`src/rtl/opnd_agu_pkg.sv`:
```
package opnd_agu_pkg;
  typedef enum logic [1:0] {
    AM_REG  = 2'd0,
    AM_ABS  = 2'd1,
    AM_IND  = 2'd2,
    AM_DISP = 2'd3
  } amode_e;

  // modes with odd encoding consume a trailing instruction word
  function automatic logic needs_ext(amode_e m);
    return (m == AM_ABS) || (m == AM_DISP);
  endfunction
endpackage

```
`src/rtl/opnd_agu_ctrl.sv`:
```
module opnd_agu_ctrl (
  input  logic clk_i,
  input  logic rst_ni,
  input  logic start_i,
  input  logic need_ext_i,
  output logic accept_o,
  output logic done_o,
  output logic busy_o,
  output logic pc_inc_o
);
  typedef enum logic {ST_IDLE, ST_WAIT} state_e;
  state_e state_q, state_d;
  logic   pc_inc_q;

  assign accept_o = start_i && (state_q == ST_IDLE);
  assign done_o   = (accept_o && !need_ext_i) || (state_q == ST_WAIT);
  assign busy_o   = (state_q == ST_WAIT);
  assign pc_inc_o = pc_inc_q;

  always_comb begin
    state_d = state_q;
    unique case (state_q)
      ST_IDLE: if (accept_o && need_ext_i) state_d = ST_WAIT;
      ST_WAIT: state_d = ST_IDLE;
      default: state_d = ST_IDLE;
    endcase
  end

  always_ff @(posedge clk_i or negedge rst_ni) begin
    if (!rst_ni) begin
      state_q  <= ST_IDLE;
      pc_inc_q <= 1'b0;
    end else begin
      state_q  <= state_d;
      pc_inc_q <= accept_o && need_ext_i;
    end
  end
endmodule

```
`src/rtl/opnd_agu_calc.sv`:
```
module opnd_agu_calc
  import opnd_agu_pkg::*;
#(
  parameter int DW = 32
) (
  input  amode_e        mode_i,
  input  logic [DW-1:0] reg_i,
  input  logic [DW-1:0] ext_i,
  output logic [DW-1:0] addr_o
);
  logic [DW-1:0] sum;
  assign sum = reg_i + ext_i; // wraps modulo 2^DW

  always_comb begin
    unique case (mode_i)
      AM_REG, AM_IND: addr_o = reg_i;
      AM_ABS:         addr_o = ext_i;
      AM_DISP:        addr_o = sum;
      default:        addr_o = reg_i;
    endcase
  end
endmodule

```
`src/rtl/opnd_agu.sv`:
```
module opnd_agu
  import opnd_agu_pkg::*;
#(
  parameter int DW       = 32,
  parameter int IW       = 32,
  parameter int RAW      = 5,
  parameter int MODE_LSB = 16,
  parameter int RIDX_LSB = 8
) (
  input  logic           clk_i,
  input  logic           rst_ni,
  input  logic           start_i,
  input  logic [IW-1:0]  instr_i,
  output logic [RAW-1:0] rf_raddr_o,
  input  logic [DW-1:0]  rf_rdata_i,
  output logic           pc_inc_o,
  input  logic [DW-1:0]  ext_word_i,
  output logic           busy_o,
  output logic [DW-1:0]  addr_o,
  output logic           addr_vld_o
);
  localparam int MW = $bits(amode_e);

  amode_e        mode_in, mode_q, mode_sel;
  logic [RAW-1:0] ridx_in, ridx_q;
  logic          accept, done, busy;
  logic [DW-1:0] addr_d, addr_q;
  logic          vld_q;

  assign mode_in = amode_e'(instr_i[MODE_LSB +: MW]);
  assign ridx_in = instr_i[RIDX_LSB +: RAW];

  opnd_agu_ctrl u_ctrl (
    .clk_i     (clk_i),
    .rst_ni    (rst_ni),
    .start_i   (start_i),
    .need_ext_i(needs_ext(mode_in)),
    .accept_o  (accept),
    .done_o    (done),
    .busy_o    (busy),
    .pc_inc_o  (pc_inc_o)
  );

  // latch decoded fields while the trailing word is awaited
  always_ff @(posedge clk_i or negedge rst_ni) begin
    if (!rst_ni) begin
      mode_q <= AM_REG;
      ridx_q <= '0;
    end else if (accept) begin
      mode_q <= mode_in;
      ridx_q <= ridx_in;
    end
  end

  assign mode_sel   = busy ? mode_q : mode_in;
  assign rf_raddr_o = busy ? ridx_q : ridx_in;

  opnd_agu_calc #(.DW(DW)) u_calc (
    .mode_i(mode_sel),
    .reg_i (rf_rdata_i),
    .ext_i (ext_word_i),
    .addr_o(addr_d)
  );

  always_ff @(posedge clk_i or negedge rst_ni) begin
    if (!rst_ni) begin
      addr_q <= '0;
      vld_q  <= 1'b0;
    end else begin
      vld_q <= done;
      if (done) addr_q <= addr_d;
    end
  end

  assign addr_o     = addr_q;
  assign addr_vld_o = vld_q;
  assign busy_o     = busy;
endmodule

```
`config.mk`:
```
export PLATFORM = sky130hd
export DESIGN_NAME = opnd_agu
export DESIGN_NICKNAME = d
export VERILOG_FILES = /design/src/rtl/opnd_agu_pkg.sv /design/src/rtl/opnd_agu_ctrl.sv /design/src/rtl/opnd_agu_calc.sv /design/src/rtl/opnd_agu.sv
export SDC_FILE = /design/constraint.sdc
export NUM_CORES = 1
export LEC_CHECK = 0
export BUFFER_PORTS_ARGS = -buffer_cell sky130_fd_sc_hd__buf_2
export CAP_MARGIN = 20
export CORE_ASPECT_RATIO = 0.7
export CORE_MARGIN = 2
export CORE_UTILIZATION = 47
export CTS_BUF_LIST = sky130_fd_sc_hd__clkbuf_8
export DETAILED_ROUTE_END_ITERATION = 12
export GPL_TIMING_DRIVEN = 0
export PLACE_DENSITY_LB_ADDON = 0.3
export SLEW_MARGIN = 20
export SYNTH_ARGS = -nofsm -noshare
export SYNTH_HDL_FRONTEND = slang
export SYNTH_SLANG_ARGS = --single-unit
```
`constraint.sdc`:
```
create_clock -name clk_i -period 1.9 [get_ports clk_i]
set_clock_uncertainty 0.15 [all_clocks]
set_input_delay 0.19 -clock clk_i [delete_from_list [all_inputs] [get_ports clk_i]]
set_output_delay 0.19 -clock clk_i [all_outputs]
set_load 0.01 [all_outputs]
```
======== After elaboration in Yosys (flattened, before gate mapping) ========
Index checks and enable logic that the tools add are counted.
cells by class
  add/subtract/negate cells ............... 1
  multipliers ............................. 0
  divide/modulo/power cells ............... 0
  $lt $le $gt $ge ......................... 0
  eq/ne operators ......................... 5
  shift operators ......................... 0
  muxes and demuxes ....................... 5
  bitwise gates (word level) .............. 1
  reductions and logical operators ........ 8
operators by type and width
  operator                                                                number
  32-bit case mux with 3 select lines                                     1
  32-bit adder                                                            1
  2-bit equality test (second input constant)                             3
  5-bit two-way mux                                                       1
  2-bit by 1-bit equality test with 1-bit output (second input constant)  2
  1-bit logical AND                                                       3
  2-bit logical NOT                                                       1
  1-bit logical OR                                                        2
  2-bit two-way mux                                                       1
  1-bit case mux with 2 select lines                                      1
  2-bit OR reduction                                                      1
  1-bit logical NOT                                                       1
  1-bit two-way mux                                                       1
  1-bit inverter                                                          1
word-level totals
  register bits after elaboration ......... 42
  bits in latches ......................... 0
  bits in writable memories ............... 0
  bits in read-only memories .............. 0
  bits of input ports ..................... 99
  memories kept ........................... 0

======== Logic depth before layout (Yosys ltp) ========
Gate-level depths: netlist (run 1).
  depth in word-level cells ............... 5
  gate-level depth with buffers ........... 11
  gate-level depth less buffers ........... 11

======== Cells and area by module ========
Synthesis (run 1) repeated with hierarchy kept, for this count alone.
second synthesis, totals
  cells, all modules ...................... 418
  area total of the unflattened synthesis .. 3981.3 µm²
by module, submodules not included
  module         instances  cells an instance  area an instance (µm²)  sequential area each (µm²)
  opnd_agu_calc  1          318                2177.1                  0.0
  opnd_agu       1          93                 1716.6                  1001.0
  opnd_agu_ctrl  1          7                  87.6                    50.0

======== Worst setup path before layout (run 1) ========
No wires, ideal clock.
  path kind ............................... input-to-reg
  start point ............................. input rf_rdata_i[0]
  end point ............................... register addr_q[14] (netlist: addr_o[14])
  setup time .............................. 0.137 ns
  arrival ................................. 2.243 ns
  setup slack ............................. -0.630 ns
  stages .................................. 11
  path buffers ............................ 0
  path through ............................ ha_1 -> inv_1 -> fa_1 -> nor2b_2 -> o2111ai_2 -> a211oi_2 -> o21ai_0 -> o21ai_0 -> xor2_1 -> a222oi_1 -> a21oi_1
on the way
  word-level cells in the longest chain between the ends .. 2
ends and longest elaborated chain
  item                                 line                 text
  start, declared                      opnd_agu.sv:15       input logic [DW-1:0] rf_rdata_i,
  32-bit adder                         opnd_agu_calc.sv:12  assign sum = reg_i + ext_i;
  32-bit case mux with 3 select lines  opnd_agu_calc.sv:15  unique case (mode_i)
  end signal, assigned                 opnd_agu.sv:71       if (done) addr_q <= addr_d;
  end, declared                        opnd_agu.sv:27       logic [DW-1:0] addr_d, addr_q;
No other way between the ends.
A chain may end at the register's enable or synchronous reset.

======== Worst setup path in the final report (run 1) ========
  start point ............................. input rf_rdata_i[0]
  end point ............................... register addr_q[26] (netlist: addr_o[26])
The elaborated chain is that of the path after synthesis.

==> results.json, run 1 <==
{
  "synth-main-ff-cell": "dfrtp_1",
  "drt_iter0_markers": 349,
  "port_buffers": 113,
  "endpoint_kind": "flip-flop",
  "synth_top_area_cell": "dfrtp_1",
  "grt_pass1_vias": 4223,
  "avgViaCountPerCell": 6.17,
  "placed_area_sq_um": 4790,
  "yosys-top-cells-count": "a21oi_1 (57), nand2_1 (54), nor2_1 (47), dfrtp_1 (42), ha_1 (31)",
  "first_pass_iters": 6,
  "yosysSeqAreaShare": 0.277,
  "drv_slew": 0,
  "grt_max_degree": 43,
  "syn-cell-area_sq_um": 3800,
  "clkTransAtPathRegs_ns": 0.10,
  "violations": "setup timing",
  "cts.sinks": 42,
  "antenna_found_initial": 0,
  "num_rows": 27,
  "fin_util": 0.745,
  "synth_nets": 595,
  "synth-seq-cells": 42,
  "crit_path_max_fanout": 3,
  "yosysWarnings": 0,
  "synth.distinct_cells": 54,
  "avgRoutedWirePerCell_um": 19.6,
  "crit_chain": "buf_6 > ha_4 > inv_2 > fa_2 > nor2b_4 > o2111ai_4 > a211oi_4 > buf_6 > o41a_4 > a21oi_4 > o21ai_2 > and4_4 > o32a_1",
  "fmax_mhz": 429,
  "root_buffer": "clkbuf_8",
  "core_sq_um": 7840,
  "power_mw": 3.64,
  "critPathKind": "primary input to flip-flop",
  "synthTopCellsByArea": "dfrtp_1 (28%), ha_1 (10%), a21oi_1 (7.5%), nand2_1 (5.3%), a221oi_1 (5.1%)",
  "numCtsBuffers": 5,
  "synth_xor_xnor_area_share": 0.0553,
  "synthAdderAreaFrac": 0.107,
  "gp_congestion": 0.977,
  "synth_top_family_by_area": "compound AO/OA/AOI/OAI gates",
  "startpoint_type": "primary input",
  "grt_overflow": 0,
  "drtAntennaViolNets": 0,
  "ios": 139,
  "grt_usage": 0.297,
  "synth_edf_count": 0,
  "synthSimpleGateAreaFrac": 0.162,
  "tightest_slew_ns": 0.873,
  "avgSynthCellArea_sq_um": 8.19,
  "fin_ws_ns": -0.429,
  "cpMaxStageDelayCell": "o41a_4",
  "cts_buffer_depth": 2,
  "start_util": 0.485,
  "hold_viol": 0,
  "cp.required_ns": 1.98,
  "hpwl_um": 9730,
  "drive_above_1_share": 0.459,
  "maxCapViolCount": 0,
  "die_h_um": 79.2,
  "async_flop_share": 1.00,
  "hold_path_class": "primary input to flip-flop",
  "finalCriticalPeriod_ns": 2.33,
  "slew_headroom": 0.418,
  "rsz0062_at_grt": "true",
  "crit_top_cell": "buf_6",
  "synthCells": 464,
  "htreeDepth": 2,
  "max_stage_delay_ns": 0.37,
  "dieArea_sq_um": 8830,
  "worst_skew_pair.late_latency_ns": 0.33,
  "synth-compound-area-share": 0.319,
  "die_x_um": 111,
  "grt_pass1_wl_um": 20900,
  "worstPathArrival_ns": 2.41,
  "area_delta_synth_final_pct": 53.6,
  "diodes": 0,
  "status": "finished with violations",
  "final_area_sq_um": 5840,
  "leakage_nw": 2.49,
  "synth_most_common_cell": "a21oi_1",
  "num_vias": 4495,
  "wl_um": 14300,
  "synthMuxAreaShare": 0.0379,
  "fin_nets": 758,
  "p_per_area_nw_per_um2": 624,
  "peakVddDrop_uv": 618,
  "cts_tree": "built",
  "drc_errors": 0,
  "period_share": 1.23,
  "synth_top_cell_area_share": 0.277,
  "setup_viol": 25
}
-- through the flow --
stage          hold slack [ns]  instances  setup WS, ns  TNS, ns
4_1_cts                 0.0213        707        -0.383    -3.20
6_report                0.0147        729        -0.429    -4.71
3_3_place_gp             0.256        678        -0.874   -17.88
2_1_floorplan           -0.256        464        -0.512    -5.36
3_5_place_dp             0.271        678        -0.893   -18.96
5_1_grt                 0.0383        729        -0.487    -6.93
-- worst max-delay path: cells and delay by family --
kind,cells,cell delay (ns)
AO/OA/AOI/OAI,6,1.33
adder cells (fa/ha/maj),2,0.38
AND/OR/NAND/NOR,2,0.20
buffers and inverters,3,0.29
-- power breakdown --
group          leakage [nW]  total (mW)  switching [mW]  internal [mW]
logic                  1.98        1.85           0.995          0.859
registers             0.472        1.13          0.0865           1.04
clock network        0.0447       0.663           0.396          0.266
total                  2.49        3.64            1.48           2.16
-- final cells by class --
cell class,instances,area (sq um)
Clock inverter,3,25.0
Tap cell,101,126
Buffer,23,183
Clock buffer,5,68.8
Fill cell,554,2000
Inverter,17,63.8
Sequential cell,42,1050
Multi-Input combinational cell,381,3270
Timing Repair Buffer,157,1050
-- per-layer routing --
layer / global-route usage / up-vias / wire (um)
li1: - / 2062 / -
met1: 0.406 / 2153 / 5990
met2: 0.466 / 248 / 6570
met3: 0.0695 / 32 / 1420
met4: 0.0951 / 0 / 350
met5: 0 / - / 0
-- cells by family (layout without fill, tap and decap cells) --
kind of cell | count (synthesis) | after routing
DFF | 42 | 42
buffers and inverters | 41 | 205
adders and majority gates | 32 | 32
muxes | 13 | 13
xor gates and xnor gates | 24 | 24
and+or+nand+nor | 141 | 141
AOI/OAI and AO/OA | 171 | 171
-- flip-flops by register name, indices dropped and copies added, names as in the netlist --
register / count
mode_q: 2
ridx_q: 5
u_ctrl.busy_o: 1
addr_vld_o: 1
u_ctrl.pc_inc_o: 1
addr_o: 32
-- placed cells by master (no fill, tap or decap), types with 5 or more instances in the layout --
| cell | instances |
|---|---|
| o21ai_1 | 6 |
| buf_2 | 105 |
| ha_1 | 11 |
| a21oi_1 | 38 |
| clkbuf_2 | 9 |
| nand3_1 | 7 |
| ha_4 | 19 |
| clkbuf_1 | 5 |
| a21oi_2 | 18 |
| inv_1 | 15 |
| nand4_1 | 8 |
| buf_4 | 28 |
| xor2_1 | 10 |
| o21a_1 | 6 |
| nor3_1 | 6 |
| o21ai_0 | 10 |
| a221oi_1 | 13 |
| xnor2_2 | 5 |
| a21oi_4 | 5 |
| buf_6 | 14 |
| nand2_1 | 48 |
| buf_8 | 6 |
| mux2_2 | 11 |
| a21o_1 | 11 |
| dlygate4sd3_1 | 7 |
| a221oi_2 | 9 |
| dfrtp_1 | 42 |
| clkbuf_8 | 8 |
| a222oi_1 | 8 |
| nor2_1 | 45 |
| xnor2_1 | 8 |
| o21ai_2 | 7 |
-- path summary, 6_finish.rpt --
kind                                         start                      to  slack, ns  cells past startpoint
setup / recovery                     rf_rdata_i[0]  addr_o[26]$_DFFE_PN0P_      -0.43                     13
hold / removal                       rf_rdata_i[2]   addr_o[2]$_DFFE_PN0P_       0.01                      3
setup reg to reg           u_ctrl.busy_o$_DFF_PN0_  addr_o[28]$_DFFE_PN0P_      -0.19                      8
hold reg to reg              ridx_q[0]$_DFFE_PN0P_   ridx_q[0]$_DFFE_PN0P_       0.36                      1
max in group asynchronous                   rst_ni  addr_o[18]$_DFFE_PN0P_       0.94                      2
min in group asynchronous                   rst_ni  addr_o[26]$_DFFE_PN0P_       0.23                      2
-- timing repair --
action / in CTS / in global routing
endpoints found under the hold margin: 48 / 0
hold buffers: 7 / 0
endpoints found under the setup margin: 33 / 32
gates cloned: 1 / 2
gates resized for setup: 47 / 88
pin swaps: 41 / 49
buffers inserted: 14 / 20
Power figures use the tool's default switching activity.
==> run 2: changes to the inputs <==
--- a/config.mk
+++ b/config.mk
@@ -9,11 +9,12 @@
 export CAP_MARGIN = 20
 export CORE_ASPECT_RATIO = 0.7
 export CORE_MARGIN = 2
-export CORE_UTILIZATION = 47
+export CORE_UTILIZATION = 50
 export CTS_BUF_LIST = sky130_fd_sc_hd__clkbuf_8
 export DETAILED_ROUTE_END_ITERATION = 12
 export GPL_TIMING_DRIVEN = 0
 export PLACE_DENSITY_LB_ADDON = 0.3
+export SKIP_CTS_REPAIR_TIMING = 1
 export SLEW_MARGIN = 20
 export SYNTH_ARGS = -nofsm -noshare
 export SYNTH_HDL_FRONTEND = slang
==> constraint.sdc (replaced) <==
create_clock -name clk_i -period 2.7 [get_ports clk_i]
set_clock_uncertainty 0.15 [all_clocks]
set_input_delay 0.27 -clock clk_i [delete_from_list [all_inputs] [get_ports clk_i]]
set_output_delay 0.27 -clock clk_i [all_outputs]
set_load 0.01 [all_outputs]
==> results.json, run 2 (synthesis gave the netlist of run 1 again) <==
{
  "setup_viol": 0,
  "max_stage_delay_ns": 0.37,
  "grtUsageMet2": 0.435,
  "worstPathArrival_ns": 2.67,
  "drv_slew": 0,
  "crit_chain": "buf_2 > ha_1 > inv_1 > fa_2 > nor2b_2 > o2111ai_2 > a211oi_4 > o211ai_2 > a211oi_4 > o21ai_1 > and3_1 > nor3_2",
  "peakVddDrop_uv": 281,
  "layout.cells.most_common": "buf_2",
  "cp.required_ns": 2.78,
  "period_share": 0.961,
  "grt_pass1_vias": 3795,
  "start_util": 0.519,
  "ios": 139,
  "grt_overflow": 0,
  "antenna_found_initial": 0,
  "combPwrFrac": 0.435,
  "crit_path_max_fanout": 4,
  "port_buffers": 113,
  "drive_above_1_share": 0.271,
  "htreeDepth": 2,
  "avgViaCountPerCell": 6.15,
  "met1_usage": 0.448,
  "cts_buffer_depth": 2,
  "avgRoutedWirePerCell_um": 18.1,
  "final_cell_mix": "buf_2 (116), a21oi_1 (57), nand2_1 (54)",
  "hold_slack_ns": 0.0574,
  "worst_skew_pair.late_latency_ns": 0.30,
  "tightest_slew_ns": 0.799,
  "p_per_area_nw_per_um2": 480,
  "finalCriticalPeriod_ns": 2.59,
  "first_pass_iters": 5,
  "met3_usage": 0.0451,
  "numCtsBuffers": 5,
  "grt_pass1_wl_um": 19300,
  "pre_cts_ws_ns": -0.359,
  "fin_nets": 716,
  "core_sq_um": 7320,
  "fmax_mhz": 385,
  "p_switching_mw": 0.891,
  "hpwl_um": 9370,
  "clkTransAtPathRegs_ns": 0.09,
  "drc_errors": 0,
  "hold_path_class": "primary input to flip-flop",
  "dieArea_sq_um": 8320,
  "power_mw": 2.23,
  "cts.sinks": 42,
  "endpoint_kind": "flip-flop",
  "grt_usage": 0.294,
  "leakage_nw": 2.09,
  "root_buffer": "clkbuf_8",
  "die_x_um": 108,
  "final_area_sq_um": 4640,
  "drt_iter0_markers": 314,
  "diodes": 0,
  "num_rows": 26,
  "num_vias": 4210,
  "placed_area_sq_um": 4490,
  "fin_ws_ns": 0.106,
  "die_h_um": 76.9,
  "wl_um": 12400,
  "intPower_mw": 1.33,
  "hold_viol": 0,
  "status": "finished clean",
  "top_usage_layer": "met1",
  "startpoint_type": "primary input",
  "area_delta_synth_final_pct": 22.1,
  "switching_share": 0.401,
  "grt_max_degree": 43,
  "gp_congestion": 0.918,
  "maxCapViolCount": 0,
  "drtAntennaViolNets": 0,
  "slew_headroom": 0.467,
  "largest_reg_flops": 32,
  "finalNonFillerCells": 684,
  "seq_power_share": 0.353,
  "cts_tree": "built",
  "clockPowerShare": 0.212,
  "dp_cells": 675,
  "cpMaxStageDelayCell": "fa_2",
  "critPathKind": "primary input to flip-flop",
  "crit_top_cell": "a211oi_4"
}
run 2: power groups by stage:
| stage | clock network, mW | logic [mW] | registers, mW |
|---|---|---|---|
| after floorplan | 0 | 0.557 | 0.839 |
| after CTS | 0.483 | 0.941 | 0.785 |
| final | 0.473 | 0.967 | 0.786 |
| after global placement | 0 | 0.922 | 0.793 |
| after detailed placement | 0 | 0.936 | 0.797 |
| after global routing | 0.507 | 1.06 | 0.798 |
run 2: worst paths after layout:
check	from	end	slack (ns)	cells past startpoint
max	rf_rdata_i[0]	addr_o[30]$_DFFE_PN0P_	0.11	12
max in group asynchronous	rst_ni	ridx_q[1]$_DFFE_PN0P_	1.65	2
min	instr_i[11]	ridx_q[3]$_DFFE_PN0P_	0.06	2
min reg2reg	addr_o[12]$_DFFE_PN0P_	addr_o[12]$_DFFE_PN0P_	0.34	1
min in group asynchronous	rst_ni	ridx_q[4]$_DFFE_PN0P_	0.36	2
max reg2reg	u_ctrl.busy_o$_DFF_PN0_	addr_o[6]$_DFFE_PN0P_	0.28	7
run 2: final cells by class:
| type | instances | area (sq um) |
|---|---|---|
| Clock inverter | 2 | 16.3 |
| Tap cell | 98 | 123 |
| Inverter | 17 | 63.8 |
| Buffer | 24 | 96.3 |
| Clock buffer | 6 | 82.6 |
| Multi-Input combinational cell | 381 | 2630 |
| Sequential cell | 42 | 1050 |
| Fill cell | 694 | 2680 |
| Timing Repair Buffer | 114 | 578 |
run 2: critical path: cells and delay by family:
family	cells	cell delay, ns
AO/OA/AOI/OAI	5	1.15
adder cells (fa/ha/maj)	2	0.58
AND/OR/NAND/NOR	3	0.53
buffers and inverters	2	0.17
run 2: per-stage QoR:
step | utilization | setup TNS [ns]
final | 0.634 | 0
after global routing | 0.634 | -0.0847
after CTS | 0.627 | -0.0646
after detailed placement | 0.613 | -1.60
after global placement | 0.613 | -1.58
after floorplan | - | 0
run 2: metal layers:
metal	part of all wire	up-vias
met4	0.013	0
met1	0.46	1996
li1	-	1982
met2	0.44	220
met5	0	-
met3	0.089	12
==> run 3: changes to the inputs <==
--- a/config.mk
+++ b/config.mk
@@ -9,11 +9,12 @@
 export CAP_MARGIN = 20
 export CORE_ASPECT_RATIO = 0.7
 export CORE_MARGIN = 2
-export CORE_UTILIZATION = 50
+export CORE_UTILIZATION = 56
 export CTS_BUF_LIST = sky130_fd_sc_hd__clkbuf_8
 export DETAILED_ROUTE_END_ITERATION = 12
 export GPL_TIMING_DRIVEN = 0
 export PLACE_DENSITY_LB_ADDON = 0.3
+export REMOVE_ABC_BUFFERS = 1
 export SKIP_CTS_REPAIR_TIMING = 1
 export SLEW_MARGIN = 20
 export SYNTH_ARGS = -nofsm -noshare
==> results.json, run 3 (synthesis gave the netlist of run 1 again) <==
{
  "die_h_um": 72.9,
  "crit_path_max_fanout": 3,
  "gp_congestion": 0.912,
  "slew_headroom": 0.303,
  "core_sq_um": 6660,
  "htreeDepth": 2,
  "rr_startpoint": "u_ctrl.busy_o$_DFF_PN0_",
  "grt_pass1_wl_um": 17900,
  "critPathLaunch": "rf_rdata_i[0]",
  "die_x_um": 102,
  "cpMaxStageDelayCell": "o41a_4",
  "final_cell_mix": "buf_2 (112), a21oi_1 (56), nand2_1 (52)",
  "drtAntennaViolNets": 0,
  "clkTransAtPathRegs_ns": 0.10,
  "hold_path_class": "primary input to flip-flop",
  "endpoint_kind": "flip-flop",
  "start_util": 0.570,
  "drt_iter0_markers": 291,
  "drc_errors": 0,
  "worst_skew_pair.late_latency_ns": 0.31,
  "worstPathArrival_ns": 2.66,
  "num_vias": 4119,
  "critPathKind": "primary input to flip-flop",
  "largest_reg_flops": 32,
  "hold_slack_ns": 0.0494,
  "drv_slew": 0,
  "ios": 139,
  "grt_pass1_vias": 3768,
  "p_per_area_nw_per_um2": 477,
  "fmax_mhz": 383,
  "fin_nets": 698,
  "status": "finished clean",
  "cp.required_ns": 2.75,
  "cts_buffer_depth": 2,
  "final_area_sq_um": 4640,
  "crit_chain": "buf_2 > ha_2 > inv_1 > fa_2 > nor2b_2 > o2111ai_2 > a211oi_4 > buf_4 > buf_4 > o41a_4 > a21oi_4 > o21ai_2 > and4_4 > o32a_1",
  "root_buffer": "clkbuf_8",
  "antenna_found_initial": 0,
  "area_delta_synth_final_pct": 22.0,
  "num_rows": 25,
  "maxCapViolCount": 0,
  "peakVddDrop_uv": 341,
  "grt_max_degree": 43,
  "period_share": 0.967,
  "wl_um": 11400,
  "startpoint_type": "primary input",
  "max_stage_delay_ns": 0.37,
  "avgRoutedWirePerCell_um": 17.2,
  "placed_area_sq_um": 4460,
  "fillers": 559,
  "cts_tree": "built",
  "layout.cells.most_common": "buf_2",
  "hp-start": "instr_i[9]",
  "diodes": 0,
  "finalCriticalPeriod_ns": 2.61,
  "avgViaCountPerCell": 6.22,
  "critPathBufInv": 4,
  "cts.sinks": 42,
  "tightest_slew_ns": 1.05,
  "port_buffers": 113,
  "hpwl_um": 8320,
  "first_pass_iters": 5,
  "dieArea_sq_um": 7470,
  "setup_viol": 0,
  "hold_viol": 0,
  "grt_usage": 0.304,
  "critical_path.top_delay_family": "compound AO/OA/AOI/OAI gates",
  "numCtsBuffers": 5,
  "leakage_nw": 2.09,
  "drive_above_1_share": 0.287,
  "crit_top_cell": "buf_4",
  "grt_overflow": 0
}
## run 3: cell count changes in the layout (fill, tap and decap cells not counted), moves of 2 or more
cell / previous run / this run
clkbuf_1: 19 / 0
buf_2: 116 / 112
buf_4: 1 / 5
inv_6: 1 / 3
nand2_1: 54 / 52
## run 3: area by class of cell
| class | count | area, sq um | share of cell area |
|---|---|---|---|
| multi-input combinational | 381 | 2660 | 0.573 |
| sequential | 42 | 1050 | 0.227 |
| timing repair buffer | 120 | 651 | 0.140 |
| tap | 94 | 118 | 0.0254 |
| clock buffer | 5 | 68.8 | 0.0148 |
| inverter | 17 | 66.3 | 0.0143 |
| clock inverter | 3 | 26.3 | 0.00567 |
## run 3: routing by layer
metal | GRT usage | vias up | routed length, um
li1 | - | 1941 | -
met1 | 0.442 | 1943 | 5050
met2 | 0.475 | 216 | 5010
met3 | 0.0489 | 19 | 1100
met4 | 0.0756 | 0 | 197
met5 | 0 | - | 0
## run 3: final timing paths
kind / slack (ns) / cells after the start / endpoint
worst min-delay path: 0.05 / 2 / ridx_q[1]$_DFFE_PN0P_
worst max-delay path: 0.09 / 14 / addr_o[26]$_DFFE_PN0P_
worst max register to register: 0.24 / 7 / addr_o[27]$_DFFE_PN0P_
worst min register to register: 0.34 / 1 / addr_o[12]$_DFFE_PN0P_
min in group asynchronous: 0.35 / 2 / addr_o[3]$_DFFE_PN0P_
max in group asynchronous: 1.66 / 2 / addr_o[12]$_DFFE_PN0P_
## run 3: worst reg2reg max path: stages, from the launching register on
cell and delay (ns):
dfrtp_1 0.61, nand2_4 0.42, o32ai_4 0.18, buf_8 0.19, a221oi_1 0.42, nand2_1 0.10
mux2i_1 0.18, a211oi_1 0.08
## run 3: stage by stage
stage                     std cells  setup WS [ns]  total power, mW  setup TNS (ns)  utilization
final                           662         0.0880             2.21               0        0.696
after global routing            662       -0.00855             2.35         -0.0145        0.696
after CTS                       657         -0.612             2.19           -6.87        0.684
after detailed placement        649         -0.569             1.73           -6.70        0.669
after global placement          647          -2.25             1.68          -62.39        0.659
after floorplan                 440         -0.738             1.39          -13.75            -
## run 3: report_power, final
part	internal, mW	total, mW	switching (mW)
Combinational	0.399	0.953	0.554
Sequential	0.732	0.791	0.0598
Clock	0.193	0.465	0.272
Total	1.32	2.21	0.886
